## config.mk

```make
export PLATFORM = sky130hd
export DESIGN_NAME = regdma_engine
export DESIGN_NICKNAME = d
export VERILOG_FILES = /design/src/rtl/regdma_pkg.sv /design/src/rtl/regdma_regs.sv /design/src/rtl/regdma_route.sv /design/src/rtl/regdma_seq.sv /design/src/rtl/regdma_engine.sv
export SDC_FILE = /design/constraint.sdc
export NUM_CORES = 1
export LEC_CHECK = 0
export BUFFER_PORTS_ARGS = -buffer_cell sky130_fd_sc_hd__buf_2
export CAP_MARGIN = 5
export CORE_MARGIN = 2
export CORE_UTILIZATION = 37
export DETAILED_ROUTE_END_ITERATION = 6
export PLACE_DENSITY = 0.61
export RECOVER_POWER = 100
export SKIP_LAST_GASP = 1
export SLEW_MARGIN = 15
export SYNTH_ARGS = -nofsm -noshare
export SYNTH_HDL_FRONTEND = slang
export SYNTH_SLANG_ARGS = --single-unit
export TNS_END_PERCENT = 30
```

## constraint.sdc

```tcl
create_clock -name clk -period 2.7 [get_ports clk]
set_input_delay 0.27 -clock clk [delete_from_list [all_inputs] [get_ports clk]]
set_output_delay 0.27 -clock clk [all_outputs]
set_load 0.1 [all_outputs]
```

## src/rtl/regdma_pkg.sv

```systemverilog
package regdma_pkg;

  typedef enum logic [1:0] {
    OP_COPY  = 2'b00,
    OP_TOBUF = 2'b01,
    OP_RSVD  = 2'b10,
    OP_FILL  = 2'b11
  } op_e;

  localparam logic [2:0] IX_SRC  = 3'd0;
  localparam logic [2:0] IX_LEN  = 3'd1;
  localparam logic [2:0] IX_DST  = 3'd2;
  localparam logic [2:0] IX_MODE = 3'd3;
  localparam logic [2:0] IX_FILL = 3'd4;
  localparam logic [2:0] IX_KICK = 3'd7;

  typedef struct packed {
    op_e        op;
    logic       wide;
    logic [2:0] chan;
  } mode_t;

  // operation code lives in bits 8 and 4; beat size in bit 3; channel in 2:0
  function automatic mode_t decode_mode(input logic [15:0] m);
    mode_t r;
    r.op   = op_e'({m[8], m[4]});
    r.wide = m[3];
    r.chan = m[2:0];
    return r;
  endfunction

endpackage

```

## src/rtl/regdma_regs.sv

```systemverilog
module regdma_regs
  import regdma_pkg::*;
#(
  parameter int REG_W = 16
) (
  input  logic             clk,
  input  logic             rst_n,
  input  logic             wr_en,
  input  logic [2:0]       idx,
  input  logic [REG_W-1:0] wdata,
  input  logic             busy,
  output logic [REG_W-1:0] rdata,
  output logic [REG_W-1:0] src_q,
  output logic [REG_W-1:0] len_q,
  output logic [REG_W-1:0] dst_q,
  output logic [REG_W-1:0] fill_q,
  output mode_t            mode,
  output logic             kick
);

  localparam int NREG = 5;

  logic [REG_W-1:0] bank [NREG];

  always_ff @(posedge clk or negedge rst_n) begin
    if (!rst_n) begin
      for (int i = 0; i < NREG; i++) bank[i] <= '0;
    end else begin
      for (int i = 0; i < NREG; i++)
        if (wr_en && idx == 3'(i)) bank[i] <= wdata;
    end
  end

  assign src_q  = bank[IX_SRC];
  assign len_q  = bank[IX_LEN];
  assign dst_q  = bank[IX_DST];
  assign fill_q = bank[IX_FILL];
  assign mode   = decode_mode(16'(bank[IX_MODE]));
  assign kick   = wr_en && idx == IX_KICK;

  always_comb begin
    rdata = '0;
    if (idx < 3'(NREG))      rdata = bank[idx];
    else if (idx == IX_KICK) rdata[0] = busy;
  end


  mode_readback_chk: assert property (@(posedge clk) disable iff (!rst_n)
    wr_en && idx == IX_MODE |=> bank[IX_MODE] == $past(wdata));


  status_bit_chk: assert property (@(posedge clk) disable iff (!rst_n)
    idx == IX_KICK |-> rdata[REG_W-1:1] == '0);

endmodule

```

## src/rtl/regdma_route.sv

```systemverilog
module regdma_route #(
  parameter int VRAM_CHAN = 4,
  parameter int PAL_CHAN  = 5
) (
  input  logic       fire,
  input  logic [2:0] chan,
  output logic       vram_we,
  output logic       pal_we,
  output logic       aux_we
);

  logic hit_vram, hit_pal;

  assign hit_vram = chan == 3'(VRAM_CHAN);
  assign hit_pal  = chan == 3'(PAL_CHAN);
  assign vram_we  = fire && hit_vram;
  assign pal_we   = fire && hit_pal;
  assign aux_we   = fire && !hit_vram && !hit_pal;

endmodule

```

## src/rtl/regdma_seq.sv

```systemverilog
module regdma_seq
  import regdma_pkg::*;
#(
  parameter int REG_W  = 16,
  parameter int SRC_SH = 6,
  parameter int DST_SH = 6,
  parameter int LEN_SH = 5,
  parameter int ADDR_W = 22
) (
  input  logic                clk,
  input  logic                rst_n,
  input  logic                kick,
  input  logic [REG_W-1:0]    src_q,
  input  logic [REG_W-1:0]    len_q,
  input  logic [REG_W-1:0]    dst_q,
  input  logic [REG_W-1:0]    fill_q,
  input  mode_t               mode,
  input  logic                mem_gnt,
  input  logic [2*REG_W-1:0]  mem_rdata,
  output logic                busy,
  output logic                mem_req,
  output logic                mem_we,
  output logic                mem_wide,
  output logic [ADDR_W-1:0]   mem_addr,
  output logic [2*REG_W-1:0]  mem_wdata,
  output logic                buf_fire,
  output logic [2:0]          buf_chan,
  output logic [ADDR_W-1:0]   buf_addr,
  output logic [2*REG_W-1:0]  buf_data
);

  localparam int DW = 2 * REG_W;
  localparam int CW = REG_W + LEN_SH;

  function automatic logic [ADDR_W-1:0] to_byte(input logic [REG_W-1:0] v, input int sh);
    return ADDR_W'(v) << sh;
  endfunction

  function automatic logic [CW-1:0] beats_of(input logic [REG_W-1:0] len, input logic wide);
    logic [CW-1:0] nbytes;
    nbytes = CW'(len) << LEN_SH;
    return wide ? (nbytes >> 2) : (nbytes >> 1);
  endfunction

  function automatic logic [DW-1:0] fill_beat(input logic [REG_W-1:0] f, input logic wide);
    return wide ? {f, f} : {{REG_W{1'b0}}, f};
  endfunction

  function automatic logic [DW-1:0] narrow(input logic [DW-1:0] d, input logic wide);
    return wide ? d : {{REG_W{1'b0}}, d[REG_W-1:0]};
  endfunction

  typedef enum logic [1:0] {S_IDLE, S_READ, S_WRITE, S_BUF} st_e;

  st_e               state;
  op_e               op_q;
  logic              wide_q;
  logic [2:0]        chan_q;
  logic [ADDR_W-1:0] sptr, dptr, step;
  logic [CW-1:0]     left, beats_now;
  logic [DW-1:0]     hold;

  // named events for the checks
  logic kick_take, start_ok, beat_done, last_beat;

  assign beats_now = beats_of(len_q, mode.wide);
  assign kick_take = kick && state == S_IDLE;
  assign start_ok  = kick_take && mode.op != OP_RSVD && beats_now != '0;
  assign beat_done = (state == S_WRITE && mem_gnt) || state == S_BUF;
  assign last_beat = beat_done && left == CW'(1);
  assign step      = wide_q ? ADDR_W'(4) : ADDR_W'(2);

  always_ff @(posedge clk or negedge rst_n) begin
    if (!rst_n) begin
      state  <= S_IDLE;
      op_q   <= OP_COPY;
      wide_q <= 1'b0;
      chan_q <= '0;
      sptr   <= '0;
      dptr   <= '0;
      left   <= '0;
      hold   <= '0;
    end else begin
      unique case (state)
        S_IDLE: begin
          if (start_ok) begin
            op_q   <= mode.op;
            wide_q <= mode.wide;
            chan_q <= mode.chan;
            sptr   <= to_byte(src_q, SRC_SH);
            dptr   <= to_byte(dst_q, DST_SH);
            left   <= beats_now;
            hold   <= fill_beat(fill_q, mode.wide);
            state  <= (mode.op == OP_FILL) ? S_WRITE : S_READ;
          end
        end
        S_READ: begin
          if (mem_gnt) begin
            hold  <= narrow(mem_rdata, wide_q);
            state <= (op_q == OP_TOBUF) ? S_BUF : S_WRITE;
          end
        end
        S_WRITE, S_BUF: begin
          if (beat_done) begin
            sptr <= sptr + step;
            dptr <= dptr + step;
            left <= left - CW'(1);
            if (last_beat)            state <= S_IDLE;
            else if (op_q == OP_FILL) state <= S_WRITE;
            else                      state <= S_READ;
          end
        end
        default: state <= S_IDLE;
      endcase
    end
  end

  assign busy      = state != S_IDLE;
  assign mem_req   = state == S_READ || state == S_WRITE;
  assign mem_we    = state == S_WRITE;
  assign mem_wide  = wide_q;
  assign mem_addr  = (state == S_READ) ? sptr : dptr;
  assign mem_wdata = hold;
  assign buf_fire  = state == S_BUF;
  assign buf_chan  = chan_q;
  assign buf_addr  = dptr;
  assign buf_data  = hold;


  req_hold_chk: assert property (@(posedge clk) disable iff (!rst_n)
    mem_req && !mem_gnt |=> mem_req && $stable(mem_addr) && $stable(mem_we) && $stable(mem_wdata));


  reserved_idle_chk: assert property (@(posedge clk) disable iff (!rst_n)
    kick_take && mode.op == OP_RSVD |=> !busy);


  zero_len_chk: assert property (@(posedge clk) disable iff (!rst_n)
    kick_take && beats_now == '0 |=> !busy);


  dst_step_chk: assert property (@(posedge clk) disable iff (!rst_n)
    beat_done && !last_beat |=> dptr == $past(dptr) + $past(step));


  busy_kick_chk: assert property (@(posedge clk) disable iff (!rst_n)
    kick && busy && !beat_done |=> $stable(sptr) && $stable(dptr) && $stable(left));


  fill_noread_chk: assert property (@(posedge clk) disable iff (!rst_n)
    busy && op_q == OP_FILL |-> !(mem_req && !mem_we));

endmodule

```

## src/rtl/regdma_engine.sv

```systemverilog
module regdma_engine
  import regdma_pkg::*;
#(
  parameter int REG_W     = 16,
  parameter int SRC_SHIFT = 6,
  parameter int DST_SHIFT = 6,
  parameter int LEN_SHIFT = 5,
  parameter int VRAM_CHAN = 4,
  parameter int PAL_CHAN  = 5,
  localparam int ADDR_W   = REG_W + ((SRC_SHIFT > DST_SHIFT) ? SRC_SHIFT : DST_SHIFT)
) (
  input  logic                clk,
  input  logic                rst_n,
  input  logic                cpu_wr,
  input  logic [2:0]          cpu_idx,
  input  logic [REG_W-1:0]    cpu_wdata,
  output logic [REG_W-1:0]    cpu_rdata,
  output logic                busy,
  output logic                mem_req,
  input  logic                mem_gnt,
  output logic                mem_we,
  output logic                mem_wide,
  output logic [ADDR_W-1:0]   mem_addr,
  output logic [2*REG_W-1:0]  mem_wdata,
  input  logic [2*REG_W-1:0]  mem_rdata,
  output logic                buf_vram_we,
  output logic                buf_pal_we,
  output logic                buf_aux_we,
  output logic [ADDR_W-1:0]   buf_addr,
  output logic [2*REG_W-1:0]  buf_wdata
);

  logic [REG_W-1:0] src_q, len_q, dst_q, fill_q;
  mode_t            mode;
  logic             kick, buf_fire;
  logic [2:0]       buf_chan;

  regdma_regs #(.REG_W(REG_W)) u_regs (
    .clk    (clk),
    .rst_n  (rst_n),
    .wr_en  (cpu_wr),
    .idx    (cpu_idx),
    .wdata  (cpu_wdata),
    .busy   (busy),
    .rdata  (cpu_rdata),
    .src_q  (src_q),
    .len_q  (len_q),
    .dst_q  (dst_q),
    .fill_q (fill_q),
    .mode   (mode),
    .kick   (kick)
  );

  regdma_seq #(
    .REG_W (REG_W),
    .SRC_SH(SRC_SHIFT),
    .DST_SH(DST_SHIFT),
    .LEN_SH(LEN_SHIFT),
    .ADDR_W(ADDR_W)
  ) u_seq (
    .clk       (clk),
    .rst_n     (rst_n),
    .kick      (kick),
    .src_q     (src_q),
    .len_q     (len_q),
    .dst_q     (dst_q),
    .fill_q    (fill_q),
    .mode      (mode),
    .mem_gnt   (mem_gnt),
    .mem_rdata (mem_rdata),
    .busy      (busy),
    .mem_req   (mem_req),
    .mem_we    (mem_we),
    .mem_wide  (mem_wide),
    .mem_addr  (mem_addr),
    .mem_wdata (mem_wdata),
    .buf_fire  (buf_fire),
    .buf_chan  (buf_chan),
    .buf_addr  (buf_addr),
    .buf_data  (buf_wdata)
  );

  regdma_route #(.VRAM_CHAN(VRAM_CHAN), .PAL_CHAN(PAL_CHAN)) u_route (
    .fire    (buf_fire),
    .chan    (buf_chan),
    .vram_we (buf_vram_we),
    .pal_we  (buf_pal_we),
    .aux_we  (buf_aux_we)
  );


  buf_strobe_chk: assert property (@(posedge clk) disable iff (!rst_n)
    $onehot0({buf_vram_we, buf_pal_we, buf_aux_we}) && !((buf_vram_we || buf_pal_we || buf_aux_we) && mem_req));

endmodule

```

==> impl_metrics.env, run 1 <==
export IMPL_status="finished with violations"
export IMPL_violations="capacitance limit, slew limit"
export IMPL_max_stage_delay_ps=430
export IMPL_grt_pass1_wl_um=47200
export IMPL_synth_edf_count=0
export IMPL_io_buffers=183
export IMPL_worstSetupStartpointType="register"
export IMPL_slew_headroom_pct=-1.37
export IMPL_avgRoutedWirePerCell_um=20.1
export IMPL_setup_violations=0
export IMPL_dp_cells=1468
export IMPL_cts_buffers=17
export IMPL_synth_cells=972
export IMPL_track_usage_pct=20.5
export IMPL_worst_pin_slew_ps=1520
export IMPL_cts_num_sinks=183
export IMPL_min_delay_path_class="primary input to register"
export IMPL_postRouteAntennaNets=0
export IMPL_grt_start_max_net_pins=69
export IMPL_ios=186
export IMPL_vias=8467
export IMPL_route_detailed_drc=0
export IMPL_final_cell_mix="dfrtp_1 (183), mux2_2 (124), clkbuf_1 (95)"
export IMPL_antenna_found_initial=0
export IMPL_synth_async_sr_flop_share_pct=100
export IMPL_grt_pass1_vias=8140
export IMPL_stdcell_area_um2=12100
export IMPL_synth_distinct_cells=57
export IMPL_crit_buf_inv=3
export IMPL_arrival_ps=2300
export IMPL_post_dp_hpwl_um=21400
export IMPL_ys_seq_area_share_pct=43.6
export IMPL_fmax_ghz=0.390
export IMPL_dieWidth_um=172
export IMPL_drt_iter0_drc=679
export IMPL_synth_flop_cell="dfrtp_1"
export IMPL_clkTransAtPathRegs_ps=80
export IMPL_dieArea_um2=29700
export IMPL_maxSlewViolCount=57
export IMPL_place_congestion=0.819
export IMPL_routed_wl_um=30300
export IMPL_syn_cell_area_um2=10500
export IMPL_ys_seq_elements=183
export IMPL_fin_cells=1505
export IMPL_gr_total_overflow=0
export IMPL_placed_cell_area_um2=12000
export IMPL_drive_above_1_share_pct=28.8
export IMPL_max_cap_violations=1
export IMPL_slowest_stage="dfrtp_1"
export IMPL_nets=1183
export IMPL_cp_cell_sequence="inv_1 > ha_2 > buf_12 > mux2_2 > clkbuf_2"
export IMPL_crit_type="register to output port"
export IMPL_rows=61
export IMPL_synth_warnings=0
export IMPL_clock_latency_ps=440
export IMPL_core_um2=27900
export IMPL_via_per_inst=5.63
export IMPL_cts_max_level=4
export IMPL_syn2layout_area_growth_pct=15.5
export IMPL_layout_commonest_cell="dfrtp_1"
export IMPL_start_util_pct=37.7
export IMPL_required_ps=2430
export IMPL_path_max_fanout=45
export IMPL_synth_avg_cell_area_um2=10.8
export IMPL_cts_root_buffer="clkbuf_16"
export IMPL_critPathCaptureType="output port"
export IMPL_crit_family="buffers and inverters"
export IMPL_min_period_ps=2570
export IMPL_die_h_um=172
export IMPL_fin_crit_sh_pct=95.1
export IMPL_skew_ps=11.5
export IMPL_dr_pass1_iters=5
export IMPL_cts_tree="built"
export IMPL_clockBufferDepth=2
export IMPL_num_antenna_cells=0
export IMPL_hold_viol=0
[worst paths after layout]
path	startpoint	to	slack, ps	cells after the start
worst max-delay path	u_seq.state[1]	mem_addr[17]	130	5
worst min-delay path	cpu_wdata[5]	u_regs.fill_q[5]	130	2
worst max register to register	u_regs.len_q[12]	u_seq.sptr[15]	130	6
worst min register to register	u_seq.left[20]	u_seq.left[20]	490	1
max in group asynchronous	rst_n	u_seq.left[8]	470	3
min in group asynchronous	rst_n	u_seq.buf_addr[18]	740	2
[final cells by class]
type / instances / area, um^2
inverter: 32 / 120
tap: 378 / 473
sequential: 183 / 4580
multi-input combinational: 652 / 5160
clock buffer: 17 / 425
clock inverter: 15 / 161
timing repair buffer: 228 / 1200
fill: 2733 / 15700
[registers in the layout (all words and copies together) (netlist names)]
signal,count
u_regs.bank,10
u_seq.sptr,21
u_regs.src_q,16
u_regs.fill_q,16
u_seq.buf_data,32
u_regs.mode,6
u_seq.buf_addr,21
u_seq.mem_wide,1
u_regs.len_q,16
u_seq.buf_chan,3
u_seq.left,21
u_seq.op_q,2
u_regs.dst_q,16
u_seq.state,2
[cell families after synthesis]
group,synth area share (%)
simple gates,10.8
flops,43.6
compound gates,14.8
mux,22.3
other cells,0.0357
fa+ha+maj,1.81
buf+inv,6.64
[repair_timing]
| action | CTS | global route |
|---|---|---|
| hold buffers | 1 | 0 |
| gates resized for setup | 0 | 3 |
| setup buffers | 0 | 4 |
| hold endpoints to repair | 54 | 0 |
| setup endpoints to repair | 0 | 6 |
[layer usage]
layer  global-route usage, %  vias to the layer above  wire length (um)
met5                       0                        -                 0
met4                    7.67                        0               861
met3                    3.52                       36              1660
met2                    33.2                      276             14900
met1                    27.6                     4260             12800
li1                        -                     3895                 -
[cells in the mapped netlist, types with 2 or more instances]
master	instances	area share, %
inv_1	32	1.1
mux2_2	125	13
nor4_1	5	0.30
mux2_4	30	4.3
nor3_2	3	0.29
buf_2	20	0.95
buf_1	8	0.29
a41oi_1	6	0.50
and4b_1	2	0.19
dfrtp_1	183	44
nor3_1	35	1.7
fa_1	2	0.38
clkbuf_1	40	1.4
mux2i_1	12	1.1
and4_1	4	0.33
nor4bb_1	3	0.29
or4_1	7	0.50
a31oi_1	28	1.7
nor2b_1	5	0.30
nand3_1	18	0.86
buf_4	35	2.5
a211oi_1	6	0.43
o22ai_1	17	1.0
nand2_1	50	1.8
a31o_2	2	0.17
nor2_1	43	1.5
a2bb2oi_1	30	2.5
and2_1	5	0.30
nor3b_1	4	0.29
a21oi_1	29	1.4
ha_1	12	1.4
o21ai_0	65	3.1
nand4_1	13	0.78
a22o_1	17	1.4
buf_6	3	0.32
o31ai_1	27	1.9
mux4_2	16	3.4
and3_1	11	0.66
[metrics by stage]
step	hold WS [ps]	util (%)	setup WS, ps	TNS (ps)
after floorplan	-25.6	-	-654	-7670
after global placement	289	43.2	233	0
after detailed placement	290	43.2	139	0
after CTS	117	45.3	73.2	0
after global routing	131	43.5	-2.08	-2.08
final	135	43.5	133	0
[worst reg2reg max path, cell delays in order, from the launching register on]
cell and delay, ps:
dfrtp_1 450, or4_1 600, nor2_1 200, and3_1 480, nor2_1 270, buf_4 280, a2bb2oi_1 200
Power of run 1 is left out: the tool's default activity adds up to more than one toggle a clock period on the data nets, which glitch-free logic cannot reach.
==> inputs of run 2 (changes only) <==
Clock period 2.7 ns to 2.95 ns, I/O delays scaled along.
==> impl_metrics.env, run 2 (synthesis gave the netlist of run 1 again) <==
export IMPL_track_usage_pct=20.0
export IMPL_fin_cells=1497
export IMPL_post_dp_hpwl_um=20900
export IMPL_grt_pass1_wl_um=46200
export IMPL_route_detailed_drc=0
export IMPL_dieWidth_um=172
export IMPL_grt_start_max_net_pins=76
export IMPL_worst_pin_slew_ps=1960
export IMPL_max_stage_delay_ps=490
export IMPL_largest_reg_flops=32
export IMPL_layout_commonest_cell="dfrtp_1"
export IMPL_slew_headroom_pct=-30.3
export IMPL_dieArea_um2=29700
export IMPL_cts_root_buffer="clkbuf_16"
export IMPL_antenna_found_initial=1
export IMPL_violations="capacitance limit, slew limit"
export IMPL_cp_cell_sequence="inv_1 > ha_1 > buf_2 > mux2_2 > buf_2"
export IMPL_slowest_stage="buf_2"
export IMPL_grt_pass1_vias=7992
export IMPL_postCtsSetupBuffers=0
export IMPL_rsz0062_at_grt="false"
export IMPL_gr_total_overflow=0
export IMPL_path_max_fanout=24
export IMPL_num_antenna_cells=0
export IMPL_via_per_inst=5.62
export IMPL_clkTransAtPathRegs_ps=70
export IMPL_final_cell_mix="dfrtp_1 (183), mux2_2 (124), clkbuf_1 (97)"
export IMPL_max_cap_violations=1
export IMPL_avgRoutedWirePerCell_um=19.8
export IMPL_arrival_ps=2490
export IMPL_cts_buffers=17
export IMPL_postRouteAntennaNets=0
export IMPL_dp_cells=1464
export IMPL_drive_above_1_share_pct=28.2
export IMPL_syn2layout_area_growth_pct=14.9
export IMPL_dr_pass1_iters=5
export IMPL_vias=8417
export IMPL_min_delay_path_class="primary input to register"
export IMPL_crit_family="buffers and inverters"
export IMPL_start_util_pct=37.7
export IMPL_ios=186
export IMPL_rows=61
export IMPL_nets=1175
export IMPL_min_period_ps=2780
export IMPL_skew_ps=14.0
export IMPL_clockBufferDepth=2
export IMPL_status="finished with violations"
export IMPL_hold_viol=0
export IMPL_clock_latency_ps=440
export IMPL_whs_ps=154
export IMPL_setup_violations=0
export IMPL_die_h_um=172
export IMPL_fmax_ghz=0.360
export IMPL_required_ps=2650
export IMPL_cts_num_sinks=183
export IMPL_crit_buf_inv=3
export IMPL_critPathCaptureType="output port"
export IMPL_maxSlewViolCount=76
export IMPL_routed_wl_um=29700
export IMPL_worstSetupStartpointType="register"
export IMPL_place_congestion=0.824
export IMPL_cts_max_level=4
export IMPL_fin_crit_sh_pct=94.3
export IMPL_crit_top_cell="buf_2"
export IMPL_drt_iter0_drc=624
export IMPL_cts_tree="built"
export IMPL_io_buffers=183
export IMPL_nFillCells=2738
export IMPL_crit_type="register to output port"
export IMPL_core_um2=27900
## run 2: changes by cell type in the layout (fill, tap and decap cells not counted), sizes merged
cell / delta
buf: +8
clkbuf: -14
bufinv: +1
clkinv: +2
inv: -5
## run 2: metal layers
metal  global-route usage [%]  wire length, um  vias up
li1                         -                -     3874
met1                     26.7            12800     4292
met2                     33.3            14900      218
met3                     3.36             1310       31
met4                     6.03              663        2
met5                        0               11        -
## run 2: area by class of cell
| type | instances | area [um^2] | share of cell area (%) |
|---|---|---|---|
| multi-input cells | 652 | 5170 | 42.9 |
| clock inverters | 13 | 166 | 1.38 |
| inverters | 32 | 120 | 0.996 |
| clock buffers | 19 | 453 | 3.76 |
| repair buffers | 220 | 1090 | 9.07 |
| flip-flops and latches | 183 | 4580 | 38.0 |
| well taps | 378 | 473 | 3.92 |
## run 2: repair_timing
item                                   4_1_cts  5_1_grt
resized for setup                            0        0
hold buffers                                 1        0
endpoints found under the hold margin       72        0
## run 2: worst paths after layout
kind | depth (start not counted) | from | slack (ps) | end
worst max-delay path | 5 | u_seq.state[1] | 170 | mem_addr[20]
worst min-delay path | 2 | cpu_wdata[6] | 150 | u_regs.bank[22]
worst max register to register | 6 | u_regs.len_q[12] | 230 | u_seq.buf_data[13]
worst min register to register | 1 | u_regs.bank[30] | 510 | u_regs.bank[30]
max in group asynchronous | 3 | rst_n | 560 | u_seq.sptr[7]
min in group asynchronous | 2 | rst_n | 940 | u_seq.buf_addr[16]
## run 2: metrics by stage
stage,cell area [um^2],TNS (ps),utilization [%],setup slack (ps)
after floorplan,10500,-6550,-,-701
after global placement,11700,0,42.0,440
after detailed placement,11700,0,42.0,380
after CTS,12300,0,44.2,343
after global routing,12100,0,43.3,40.8
final,12100,0,43.3,169
Power of run 2 is left out for the same reason.
